==> config.mk <==
export PLATFORM = sky130hd
export DESIGN_NAME = selectless_spi_rx
export DESIGN_NICKNAME = d
export VERILOG_FILES = /design/src/rtl/selectless_spi_rx.sv
export SDC_FILE = /design/constraint.sdc
export NUM_CORES = 1
export LEC_CHECK = 0
export BUFFER_PORTS_ARGS = -buffer_cell sky130_fd_sc_hd__clkbuf_2
export CORE_AREA = 2 2 85 87
export CTS_CLUSTER_DIAMETER = 200
export DETAILED_ROUTE_END_ITERATION = 10
export DIE_AREA = 0 0 87 89
export SETUP_SLACK_MARGIN = 0.1
export SYNTH_ARGS = -nofsm -noshare
export SYNTH_HDL_FRONTEND = slang
export SYNTH_SLANG_ARGS = --single-unit
==> constraint.sdc <==
create_clock -name clk -period 2.6 [get_ports clk]
set_clock_uncertainty 0.2 [all_clocks]
set_input_delay 0.39 -clock clk [delete_from_list [all_inputs] [get_ports clk]]
set_output_delay 0.39 -clock clk [all_outputs]
set_load 0.005 [all_outputs]
==> src/rtl/selectless_spi_rx.sv <==
module selectless_spi_rx #(
  parameter int W = 8
) (
  input  logic                 clk,
  input  logic                 rst,
  input  logic                 sck,
  input  logic                 mosi,
  output logic                 miso,
  input  logic                 tx_load,
  input  logic [W-1:0]         tx_data,
  output logic                 rx_valid,
  output logic [W-1:0]         rx_data,
  output logic                 resync,
  output logic                 aligned,
  output logic [$clog2(W)-1:0] phase
);
  localparam int CW = $clog2(W);
  localparam logic [2*W-1:0] PAT = {{W{1'b1}}, {W{1'b0}}};

  logic [2:0]     sck_p;
  logic [1:0]     mosi_p;
  logic [2*W-1:0] win;
  logic [CW-1:0]  cnt;
  logic [W-1:0]   q0, q1, tsr, reply;
  logic [1:0]     qn;
  logic           reply_ok, load_next;

  wire rise = sck_p[1] & ~sck_p[2];
  wire fall = ~sck_p[1] & sck_p[2];
  wire [2*W-1:0] win_n = {win[2*W-2:0], mosi_p[1]};
  wire [CW-1:0]  cnt_n = (cnt == CW'(W-1)) ? '0 : cnt + 1'b1;
  wire hit  = rise & (win_n == PAT);
  wire slot = rise & aligned & (cnt_n == phase);
  wire done = slot & ~hit;

  assign miso = tsr[W-1];

  always_ff @(posedge clk) begin
    if (rst) begin
      sck_p  <= '0;
      mosi_p <= '0;
    end else begin
      sck_p  <= {sck_p[1:0], sck};
      mosi_p <= {mosi_p[0], mosi};
    end
  end

  always_ff @(posedge clk) begin
    if (rst) begin
      win <= '0; cnt <= '0; phase <= '0; aligned <= 1'b0;
      resync <= 1'b0; rx_valid <= 1'b0; rx_data <= '0;
      q0 <= '0; q1 <= '0; qn <= '0;
    end else begin
      rx_valid <= 1'b0;
      resync   <= 1'b0;
      if (rise) begin
        win <= win_n;
        cnt <= cnt_n;
      end
      if (hit) begin
        aligned <= 1'b1;
        phase   <= cnt_n;
        resync  <= aligned & (cnt_n != phase);
        qn      <= '0;
      end else if (done) begin
        if (qn == 2'd2) begin
          rx_valid <= 1'b1;
          rx_data  <= q0;
          q0       <= q1;
          q1       <= win_n[W-1:0];
        end else if (qn == 2'd1) begin
          q1 <= win_n[W-1:0];
          qn <= 2'd2;
        end else begin
          q0 <= win_n[W-1:0];
          qn <= 2'd1;
        end
      end
    end
  end

  always_ff @(posedge clk) begin
    if (rst) begin
      tsr <= '1; reply <= '0; reply_ok <= 1'b0; load_next <= 1'b0;
    end else begin
      if (rise) load_next <= hit | slot;
      if (fall) begin
        if (load_next) begin
          tsr <= reply_ok ? reply : '1;
          reply_ok <= 1'b0;
        end else begin
          tsr <= {tsr[W-2:0], 1'b1};
        end
      end
      if (tx_load) begin
        reply    <= tx_data;
        reply_ok <= 1'b1;
      end
    end
  end

  assert_reset_clears_R1: assert property (@(posedge clk)
    rst |=> (!aligned && !rx_valid && !resync && miso));
  assert_lock_sticky_R3: assert property (@(posedge clk) disable iff (rst)
    aligned |=> aligned);
  assert_no_valid_unlocked_R4: assert property (@(posedge clk) disable iff (rst)
    rx_valid |-> aligned);
  assert_valid_pulse_R5: assert property (@(posedge clk) disable iff (rst)
    rx_valid |=> !rx_valid);
  assert_resync_moves_phase_R7: assert property (@(posedge clk) disable iff (rst)
    resync |-> (phase != $past(phase)));
  assert_resync_pulse_R7: assert property (@(posedge clk) disable iff (rst)
    $onehot0({rx_valid, resync}));
  assert_idle_miso_R9: assert property (@(posedge clk) disable iff (rst)
    !aligned |-> miso);
endmodule

==> summary.md <==
| Metric | Value |
|---|---|
| # rows | `30` |
| First-pass GRT wire length | `9.60 mm` |
| Most common cell in the netlist | `nand2_1` |
| Synth async-reset ratio | `0` |
| Vias | `2,261` |
| Die ar. | `7740 µm²` |
| Die H | `89 µm` |
| FF+latch count, synth | `73` |
| Slowest cell on crit path | `dfxtp_1` |
| Post-synth top cells | `nand2_1 (87), dfxtp_1 (73), mux2i_1 (32)` |
| Post-route ant nets | `0` |
| # setup viols final | `0` |
| Drt pass-1 iters | `6` |
| Critical path data required time | `2670 ps` |
| Clk Latency, worst-skew pair | `340 ps` |
| Vias per inst | `about 5.2` |
| I/O pin total | `28` |
| Hold Vio Cnt, Final | `0` |
| Post-CTS setup buffers | `0` |
| Arrival time worst endpoint | `2390 ps` |
| Syn Inst Count | `324` |
| Status | `complete, no violations` |
| Post-synthesis sequential area ratio | `0.494` |
| Final min period | `2320 ps` |
| Nets | `369` |
| Pin count of the biggest net entering global routing | `50` |
| Core Area | `6720 µm²` |
| Root buf cell | `clkbuf_8` |
| Post-cts sizing count | `0` |
| Fin Hold WS | `48.4 ps` |
| Drt total wl | `around 5.7 mm` |
| Final period util | `0.893` |
| Ranking of synthesized cells by area | `dfxtp_1 (49%), nand2_1 (11%), mux2i_1 (11%), a21oi_1 (4.2%), mux2_2 (3.0%)` |
| Power per Cell Area | `~630 nW/µm²` |
| GRT Util Overall | `0.161` |
| Synth unique cells | `36` |
| DR DRC count | `0` |
| CP endpoint kind | `register` |
| CTS tree | `yes` |
| Gr ovfl total | `0` |
| Vias in the first global route | `2,091` |
| # clock sinks | `73` |
| Max-slew violation count | `0` |
| Worst path cell trace | `ha_1 > ha_1 > xnor2_2 > o2111ai_1 > buf_4 > a211oi_4 > buf_4 > mux2i_1` |
| Worst-Margin Slew | `728 ps` |
| Wire per inst | `13.1 µm` |
| GP Congestion | `between 0.7 and 0.8` |
| # port buffers | `27` |
| VDD IR-drop max | `344 µV` |
| Startpoint types | `register` |
| Clock transition at path regs | `80 ps` |
| RSZ-0062 raised after global routing | `false` |
| Worst-path fanout max | `8` |
| Area leader, netlist | `dfxtp_1` |
| Initial core utilization | `0.441` |
| Post-Syn Nets | `~340` |
| Antenna cells | `0` |
| Count of non-filler cells in the finished layout | `437` |
| Slew margin rel. | `0.515` |
| Top_reg_cell synth | `dfxtp_1` |
| Post-CTS Hold Buffers | `0` |
| H-tree levels | `3` |
| Hpwl dp | `between 3 and 4 mm` |
| Post-synth EDFFs | `0` |
| Post-placement cell count | `421` |
| Yosys top cell area share | `0.494` |
| Post-Route Setup TNS | `0 ps` |
| Synth Area per Inst | `slightly above 9 µm²` |
| Die X | `87 µm` |
| Mapped cell area | `2960 µm²` |
| Static Leak | `0.00131 µW` |
| Clk buf depth | `2` |
| Max Freq | `431 MHz` |
| Fill cells | `about 630` |
| Syn. warnings | `0` |
| Max stage delay on crit path | `around 360 ps` |
| Syn-to-layout area delta | `15.2%` |
| Max-cap violation count | `0` |
| Final core utilization | `0.507` |
| CTS buffer count | `9` |
| Worst hold path class | `in2reg` |
| CP Class | `reg2reg` |
| Initial antenna violation count | `0` |
| Initial drt markers | `between 150 and 200` |
| Share of cells above drive strength 1 | `0.196` |
==> critical path, delay by kind of cell, from the launching register on <==
family | cells | cell delay, ps
mux | 1 | 200
compound gates | 2 | 320
flops | 1 | 360
buf+inv | 2 | 410
xor+xnor | 1 | 220
fa+ha+maj | 2 | 540
==> per-stage QoR <==
stage | area, µm² | setup WS (ps) | power, µW
floorplan | 2960 | 143 | 1220
global placement | 3190 | 322 | 1240
detailed placement | 3190 | 263 | 1250
CTS | 3400 | 216 | 2190
global route | 3410 | 145 | 2240
finish | 3410 | 277 | 2160
==> registers in the layout, summed over array words and instances, names as in the netlist <==
name	flops
qn	2
reply	8
load_next	1
reply_ok	1
win	15
rx_valid	1
tsr	8
resync	1
phase	3
rx_data	8
q1	8
mosi_p	2
aligned	1
cnt	3
q0	8
sck_p	3
==> kinds of logic after synthesis <==
kind of cell	count (synthesis)	synth area share
simple gates	134	0.204
flops	73	0.494
compound gates	48	0.112
mux	40	0.139
buf+inv	23	0.0292
fa+ha+maj	4	0.0169
xor+xnor	2	0.00592
==> cell usage in the layout, fill, tap and decap left out, types with 2 or more instances in the layout <==
cell / synthesis / routed
ha_1: 4 / 4
a21oi_1: 25 / 25
nand2_1: 87 / 87
nor2_1: 14 / 14
nor2b_1: 8 / 8
dfxtp_1: 73 / 73
clkbuf_8: 0 / 9
clkbuf_2: 0 / 27
bufinv_16: 0 / 2
mux2i_1: 32 / 32
o21ai_0: 6 / 6
buf_4: 0 / 9
clkinv_2: 0 / 3
nand2b_1: 2 / 2
o221ai_1: 7 / 7
inv_1: 4 / 4
nand3_1: 12 / 12
a211oi_2: 2 / 2
mux2_2: 8 / 8
==> path summary, 6_finish.rpt <==
check           start       end  slack [ps]  cells past startpoint
max            cnt[0]     q1[4]         280                      8
min               sck  sck_p[0]          50                      2
max reg2reg    cnt[0]     q1[4]         280                      8
min reg2reg  sck_p[0]  sck_p[1]         250                      1
==> where the power goes <==
group	switching [µW]	total, µW	internal (µW)
registers	10.3	1140	1130
logic	47.5	75.7	28.1
clock network	407	942	535
total	465	2160	1700
==> metal layers <==
layer	wire (µm)	GRT usage	part of all wire
met5	0	0	0
met4	152	0.0938	0.027
met3	180	0.0388	0.031
met2	2390	0.239	0.42
met1	2990	0.215	0.52
==> final cells by class <==
cell class              count  area [µm²]  share of cell area
well taps                  80         100              0.0294
clock inverters             6        82.6              0.0242
multi-input cells         228        1420               0.417
clock buffers              10         128              0.0374
repair buffers             36         203              0.0594
inverters                   4        15.0             0.00440
flip-flops and latches     73        1460               0.429
Note: power is estimated with default switching activity, not from simulation.
